--- src/rtl/eag_pkg.sv ---
package eag_pkg;
  typedef enum logic [2:0] {
    MODE_DIRECT    = 3'd0,
    MODE_PTR       = 3'd1,
    MODE_BASE_DISP = 3'd2,
    MODE_IDX_DISP  = 3'd3,
    MODE_BASE_IDX  = 3'd4,
    MODE_FULL      = 3'd5
  } addrMode_e;

  typedef enum logic [1:0] {
    SEG_DATA  = 2'd0,
    SEG_STACK = 2'd1,
    SEG_CODE  = 2'd2,
    SEG_EXTRA = 2'd3
  } segCode_e;

  typedef struct packed {
    logic     legal;
    logic     addBase;
    logic     baseBp;
    logic     addIndex;
    logic     indexDi;
    logic     addDisp;
    segCode_e seg;
  } eagStrobe_t;
endpackage

--- src/rtl/eag_ctrl.sv ---
module eag_ctrl
  import eag_pkg::*;
(
  input  logic [2:0]  addrMode,
  input  logic [1:0]  regSel,
  input  logic        baseIsBp,
  input  logic        indexDi,
  input  logic        ovrValid,
  input  logic [1:0]  ovrSeg,
  output eagStrobe_t  strobe
);
  eagStrobe_t dec;

  always_comb begin
    dec = '0;
    dec.legal = 1'b1;
    case (addrMode_e'(addrMode))
      MODE_DIRECT: dec.addDisp = 1'b1;
      MODE_PTR: begin
        dec.addBase  = ~regSel[1];
        dec.baseBp   = ~regSel[1] & regSel[0];
        dec.addIndex = regSel[1];
        dec.indexDi  = regSel[1] & regSel[0];
      end
      MODE_BASE_DISP: begin
        dec.addBase = 1'b1;
        dec.baseBp  = baseIsBp;
        dec.addDisp = 1'b1;
      end
      MODE_IDX_DISP: begin
        dec.addIndex = 1'b1;
        dec.indexDi  = indexDi;
        dec.addDisp  = 1'b1;
      end
      MODE_BASE_IDX, MODE_FULL: begin
        dec.addBase  = 1'b1;
        dec.baseBp   = baseIsBp;
        dec.addIndex = 1'b1;
        dec.indexDi  = indexDi;
        dec.addDisp  = (addrMode_e'(addrMode) == MODE_FULL);
      end
      default: dec.legal = 1'b0;
    endcase
  end

  always_comb begin
    strobe = dec;
    if (ovrValid) strobe.seg = segCode_e'(ovrSeg);
    else          strobe.seg = (dec.addBase && dec.baseBp) ? SEG_STACK : SEG_DATA;
  end
endmodule

--- src/rtl/eag_datapath.sv ---
module eag_datapath
  import eag_pkg::*;
#(
  parameter int OFS_W        = 16,
  parameter int DISP_SHORT_W = 8,
  parameter int SEG_SHIFT    = 4,
  localparam int PHYS_W      = OFS_W + SEG_SHIFT,
  localparam int SEG_N       = 4
) (
  input  logic              clk,
  input  logic              rstN,
  input  logic              inValid,
  input  eagStrobe_t        strobe,
  input  logic [OFS_W-1:0]  disp,
  input  logic              dispWide,
  input  logic [OFS_W-1:0]  regBx,
  input  logic [OFS_W-1:0]  regBp,
  input  logic [OFS_W-1:0]  regSi,
  input  logic [OFS_W-1:0]  regDi,
  input  logic [OFS_W-1:0]  segBank [SEG_N],
  output logic              outValid,
  output logic [OFS_W-1:0]  offset,
  output logic [1:0]        segSel,
  output logic [PHYS_W-1:0] physAddr
);
  logic [OFS_W-1:0]  dispExt, baseTerm, indexTerm, dispTerm, sum, segVal;
  logic [PHYS_W-1:0] physNext;

  always_comb begin
    dispExt   = dispWide ? disp :
                {{(OFS_W-DISP_SHORT_W){disp[DISP_SHORT_W-1]}}, disp[DISP_SHORT_W-1:0]};
    baseTerm  = strobe.addBase  ? (strobe.baseBp  ? regBp : regBx) : '0;
    indexTerm = strobe.addIndex ? (strobe.indexDi ? regDi : regSi) : '0;
    dispTerm  = strobe.addDisp  ? dispExt : '0;
    sum       = baseTerm + indexTerm + dispTerm;
    segVal    = segBank[strobe.seg];
    physNext  = {segVal, {SEG_SHIFT{1'b0}}} + {{SEG_SHIFT{1'b0}}, sum};
  end

  always_ff @(posedge clk or negedge rstN) begin
    if (!rstN) begin
      outValid <= 1'b0;
      offset   <= '0;
      segSel   <= '0;
      physAddr <= '0;
    end else begin
      outValid <= inValid & strobe.legal;
      offset   <= sum;
      segSel   <= strobe.seg;
      physAddr <= physNext;
    end
  end
endmodule

--- src/rtl/eag_top.sv ---
module eag_top
  import eag_pkg::*;
(
  input  logic        clk,
  input  logic        rstN,
  input  logic        inValid,
  input  logic [2:0]  addrMode,
  input  logic [1:0]  regSel,
  input  logic        baseIsBp,
  input  logic        indexIsDi,
  input  logic [15:0] disp,
  input  logic        dispWide,
  input  logic [15:0] regBx,
  input  logic [15:0] regBp,
  input  logic [15:0] regSi,
  input  logic [15:0] regDi,
  input  logic [15:0] segData,
  input  logic [15:0] segStack,
  input  logic [15:0] segCode,
  input  logic [15:0] segExtra,
  input  logic        ovrValid,
  input  logic [1:0]  ovrSeg,
  output logic        outValid,
  output logic [15:0] offset,
  output logic [1:0]  segSel,
  output logic [19:0] physAddr
);
  eagStrobe_t  strobe;
  logic [15:0] segBank [4];

  assign segBank[SEG_DATA]  = segData;
  assign segBank[SEG_STACK] = segStack;
  assign segBank[SEG_CODE]  = segCode;
  assign segBank[SEG_EXTRA] = segExtra;

  eag_ctrl u_ctrl (
    .addrMode (addrMode),
    .regSel   (regSel),
    .baseIsBp (baseIsBp),
    .indexDi  (indexIsDi),
    .ovrValid (ovrValid),
    .ovrSeg   (ovrSeg),
    .strobe   (strobe)
  );

  eag_datapath #(.OFS_W(16), .DISP_SHORT_W(8), .SEG_SHIFT(4)) u_dp (
    .clk      (clk),
    .rstN     (rstN),
    .inValid  (inValid),
    .strobe   (strobe),
    .disp     (disp),
    .dispWide (dispWide),
    .regBx    (regBx),
    .regBp    (regBp),
    .regSi    (regSi),
    .regDi    (regDi),
    .segBank  (segBank),
    .outValid (outValid),
    .offset   (offset),
    .segSel   (segSel),
    .physAddr (physAddr)
  );
endmodule

--- config.mk ---
export PLATFORM = sky130hd
export DESIGN_NAME = eag_top
export DESIGN_NICKNAME = d
export VERILOG_FILES = /design/src/rtl/eag_pkg.sv /design/src/rtl/eag_ctrl.sv /design/src/rtl/eag_datapath.sv /design/src/rtl/eag_top.sv
export SDC_FILE = /design/constraint.sdc
export NUM_CORES = 1
export LEC_CHECK = 0
export BUFFER_PORTS_ARGS = -buffer_cell sky130_fd_sc_hd__buf_4
export CAP_MARGIN = 20
export CORE_MARGIN = 2
export CORE_UTILIZATION = 45
export DETAILED_ROUTE_END_ITERATION = 12
export PLACE_DENSITY = 0.89
export SLEW_MARGIN = 20
export SYNTH_ARGS = -nofsm -noshare
export SYNTH_HDL_FRONTEND = slang
export SYNTH_HIERARCHICAL = 1
export SYNTH_SLANG_ARGS = --single-unit
--- constraint.sdc ---
create_clock -name clk -period 0.9 [get_ports clk]
set_clock_uncertainty 0.15 [all_clocks]
set_input_delay 0.135 -clock clk [delete_from_list [all_inputs] [get_ports clk]]
set_output_delay 0.135 -clock clk [all_outputs]
set_load 0.02 [all_outputs]
==> impl_table.tex <==
\begin{tabular}{lr}
\hline
Metric & Value \\
\hline
\multicolumn{2}{l}{\textbf{Layout}} \\
Count of non-filler cells in the finished layout & 850 \\
Relative area change from synthesis to final layout & 89.4\% \\
Fraction of layout cells with a size suffix above 1 & 0.670 \\
Fin nets & 942 \\
Utilization after layout & 0.878 \\
Number of diodes & 0 \\
Fin area & 7620 sq um \\
Filler cell count & 365 \\
Storage cell area & 876 sq um \\
Total area of multi-input combinational cells & 3580 sq um \\
\multicolumn{2}{l}{\textbf{Placement}} \\
Final weighted congestion in routability-driven placement & 0.868 \\
Cell Count Post-Placement & 808 \\
DP HPWL & 11.3 mm \\
\# port buffers & 196 \\
Area after detailed placement & 6470 sq um \\
\multicolumn{2}{l}{\textbf{Clock tree}} \\
Number of sinks handled by clock tree synthesis & 35 \\
Clock root buffer & sky130\_fd\_sc\_hd\_\_clkbuf\_8 \\
Maximum count of clock buffers along a single path & 2 \\
Number of buffers inserted by hold repair at cts & 1 \\
CTS tree & built \\
Clock-pin transition on the worst setup and hold timing paths & 0.07 ns \\
CTS H-tree lvls & 2 \\
TritonCTS buffer count & 5 \\
\multicolumn{2}{l}{\textbf{Worst setup path}} \\
Maximum single-stage delay on the critical path & 0.59 ns \\
Largest driver fanout on the critical path & 7 \\
Endpoint arrival time on the critical path & 4.93 ns \\
CP required & 0.88 ns \\
Setup crit start kind & input port \\
Crit path max-delay cell type & sky130\_fd\_sc\_hd\_\_fa\_1 \\
Setup crit end kind & flop \\
Worst Setup Path Type & input port to flop \\
\multicolumn{2}{l}{\textbf{Power and ir drop}} \\
Worst voltage drop across the vdd grid & 0.000953 V \\
Power Dens Cells & 2270 nW/um\^{}2 \\
Leakage power & 3.61 nW \\
\multicolumn{2}{l}{\textbf{Timing}} \\
Clock period minus worst slack & 4.95 ns \\
Max-Slew Margin vs Limit & 0.542 \\
Min Hold Slack & -0.0686 ns \\
Minimum setup slack in the final design & -4.05 ns \\
Highest Clock Rate & 0.202 GHz \\
Final Max Slew Viols & 0 \\
Final-layout setup total negative slack & -95.68 ns \\
RSZ-0062 raised after global routing & true \\
Actual slew at the worst max-slew pin & 0.680 ns \\
Final worst path period share & 5.50 \\
Count of final setup violators & 72 \\
Final hold violation count & 1 \\
\multicolumn{2}{l}{\textbf{Flow run}} \\
Maximum Capacitance Violations & 0 \\
\multicolumn{2}{l}{\textbf{Floorplan}} \\
Width of the die & 98.6 um \\
Initial core utilization & 0.464 \\
Top-level I/O count & 197 \\
Die area & 9720 sq um \\
Num rows & 34 \\
Overall die height & 98.6 um \\
Area of the placeable core & 8680 sq um \\
\multicolumn{2}{l}{\textbf{Run status}} \\
Result of the run & finished with violations \\
Violated checks & hold timing, setup timing \\
\multicolumn{2}{l}{\textbf{Global routing}} \\
Vias in the first global route & 5,369 \\
GRT Residual Overflow & 0 \\
Total Routing Usage GR & 0.343 \\
Antenna violations before repair & 0 \\
Global-route wire length before repair & 26.5 mm \\
Maximum number of pins on one net before global-route repair & 36 \\
\multicolumn{2}{l}{\textbf{Yosys}} \\
Top cells by area in the synthesized netlist & sky130\_fd\_sc\_hd\_\_dfrtp\_1 22\%, sky130\_fd\_sc\_hd\_\_fa\_1 8.5\%, sky130\_fd\_sc\_hd\_\_mux4\_2 8.4\%, sky130\_fd\_sc\_hd\_\_ha\_1 7.8\%, sky130\_fd\_sc\_hd\_\_mux2\_2 7.6\% \\
Share of the yosys chip area belonging to registers & 0.218 \\
Post-Synthesis Cells & 423 \\
Post-synthesis adder-cell area fraction & 0.168 \\
Synth Area in Simple Gates & 0.153 \\
Share of flip-flops with an asynchronous set or reset after synthesis & 1.00 \\
Post-synth top area cell & sky130\_fd\_sc\_hd\_\_dfrtp\_1 \\
Dominant register cell in the synthesized netlist & sky130\_fd\_sc\_hd\_\_dfrtp\_1 \\
EDFF count, synth & 0 \\
Number of warnings issued by yosys & 6 \\
Nets in the synthesized netlist & 623 \\
Synthesized cell area & 4030 sq um \\
Distinct cell type count of the synthesized netlist & 62 \\
Xor and xnor area share after synthesis & 0.0709 \\
Combinational family with the most area after synthesis & multiplexers \\
Multiplexer share of the synthesized area & 0.182 \\
Compound-gate portion of the synthesized area & 0.146 \\
Mean cell area of the mapped netlist & 9.52 sq um \\
Number of synthesized register bits & 35 \\
Portion of synthesized cell area occupied by the leading cell type & 0.218 \\
\multicolumn{2}{l}{\textbf{Worst hold path}} \\
Hold WC Path Type & input port to flop \\
\multicolumn{2}{l}{\textbf{Drt}} \\
Vias after detailed routing & 5,237 \\
Detailed Route Iter0 Violations & 497 \\
Mean number of vias per cell & 6.16 \\
Antenna-violating nets left & 0 \\
WL final & 20.5 mm \\
DRC violations left & 0 \\
First drt pass iteration count & 7 \\
Detail-routed net length per standard cell & 24.1 um \\
\hline
\end{tabular}
==> power breakdown <==
group | total (mW) | internal (mW) | switching (mW)
registers | 2.66 | 2.28 | 0.383
logic | 13.4 | 6.74 | 6.70
clock network | 1.19 | 0.601 | 0.589
==> routing by layer <==
layer,share of wire,track usage,routed length (um),vias to the layer above
li1,-,-,-,2103
met4,0.094,0.172,1930,0
met1,0.33,0.382,6720,2440
met3,0.096,0.0695,1980,184
met5,0,0,0,-
met2,0.48,0.621,9870,510
==> layout make-up <==
cell class,count,area share
clock buffer,6,0.0108
clock inverter,1,0.000656
inverter,35,0.0176
multi-input combinational,333,0.469
sequential,35,0.115
tap,108,0.0177
timing repair buffer,332,0.369
==> stage by stage <==
stage | total power [mW] | setup WS (ns)
2_1_floorplan | 7.90 | -4.01
5_1_grt | 17.8 | -4.06
4_1_cts | 14.9 | -3.68
6_report | 17.3 | -4.05
3_5_place_dp | 12.0 | -4.06
3_3_place_gp | 11.6 | -3.89
==> final timing paths <==
path                           start           endpoint  slack [ns]  cells after the start
setup / recovery           regSel[1]  u_dp/physAddr[16]       -4.05                     26
hold / removal               inValid      u_dp/outValid       -0.07                      2
max in group asynchronous       rstN     u_dp/offset[4]        0.18                      2
min in group asynchronous       rstN   u_dp/physAddr[6]        0.16                      2
==> synthesized netlist by cell type, drive strengths merged (2+ instances only) <==
library cell	count
fa	17
xnor2	19
nor2b	13
maj3	2
nand2	55
nand3	4
dfrtp	35
o21a	2
mux2i	9
o211ai	6
o21ai	22
and2	11
a211oi	4
a21o	4
o21bai	3
nor2	21
buf	12
mux4	15
a21oi	29
and3	2
a31oi	2
nand2b	4
inv	35
nor3	5
xor2	11
o31ai	3
clkbuf	8
ha	25
mux2	27
==> registers in the layout (all words and copies together) (netlist names) <==
signal	flops
u_dp/segSel	2
u_dp/physAddr	16
u_dp/outValid	1
u_dp/offset	16
==> worst max-delay path: cells and delay by family <==
family                   cells  cell delay [ns]
adder cells (fa/ha/maj)      4             1.66
AO/OA/AOI/OAI                8             1.51
buffers and inverters        6             0.65
AND/OR/NAND/NOR              6             0.64
multiplexers                 1             0.16
XOR/XNOR                     1             0.16
==> cell families (layout without fill, tap and decap cells) <==
logic type / Yosys count / after routing
flip-flops: 35 / 35
AND/OR/NAND/NOR: 126 / 126
adder cells (fa/ha/maj): 44 / 44
multiplexers: 51 / 51
buffers and inverters: 55 / 374
XOR/XNOR: 30 / 30
AO/OA/AOI/OAI: 82 / 82
==> cells in the final DEF (no fill, tap or decap), drive strengths merged, types with 15 or more instances in the layout <==
cell type,count
nor2,21
mux2,27
xnor2,19
o21ai,22
ha,25
mux4,15
dfrtp,35
inv,35
buf,331
a21oi,29
fa,17
nand2,55
==> what timing repair did <==
item / in CTS / in global routing
setup buffers: 28 / 15
cloned: 1 / 0
hold endpoints to repair: 36 / 1
pin swaps: 44 / 53
endpoints found under the setup margin: 72 / 107
resized for setup: 109 / 66
(Power assumes the default switching activity.)
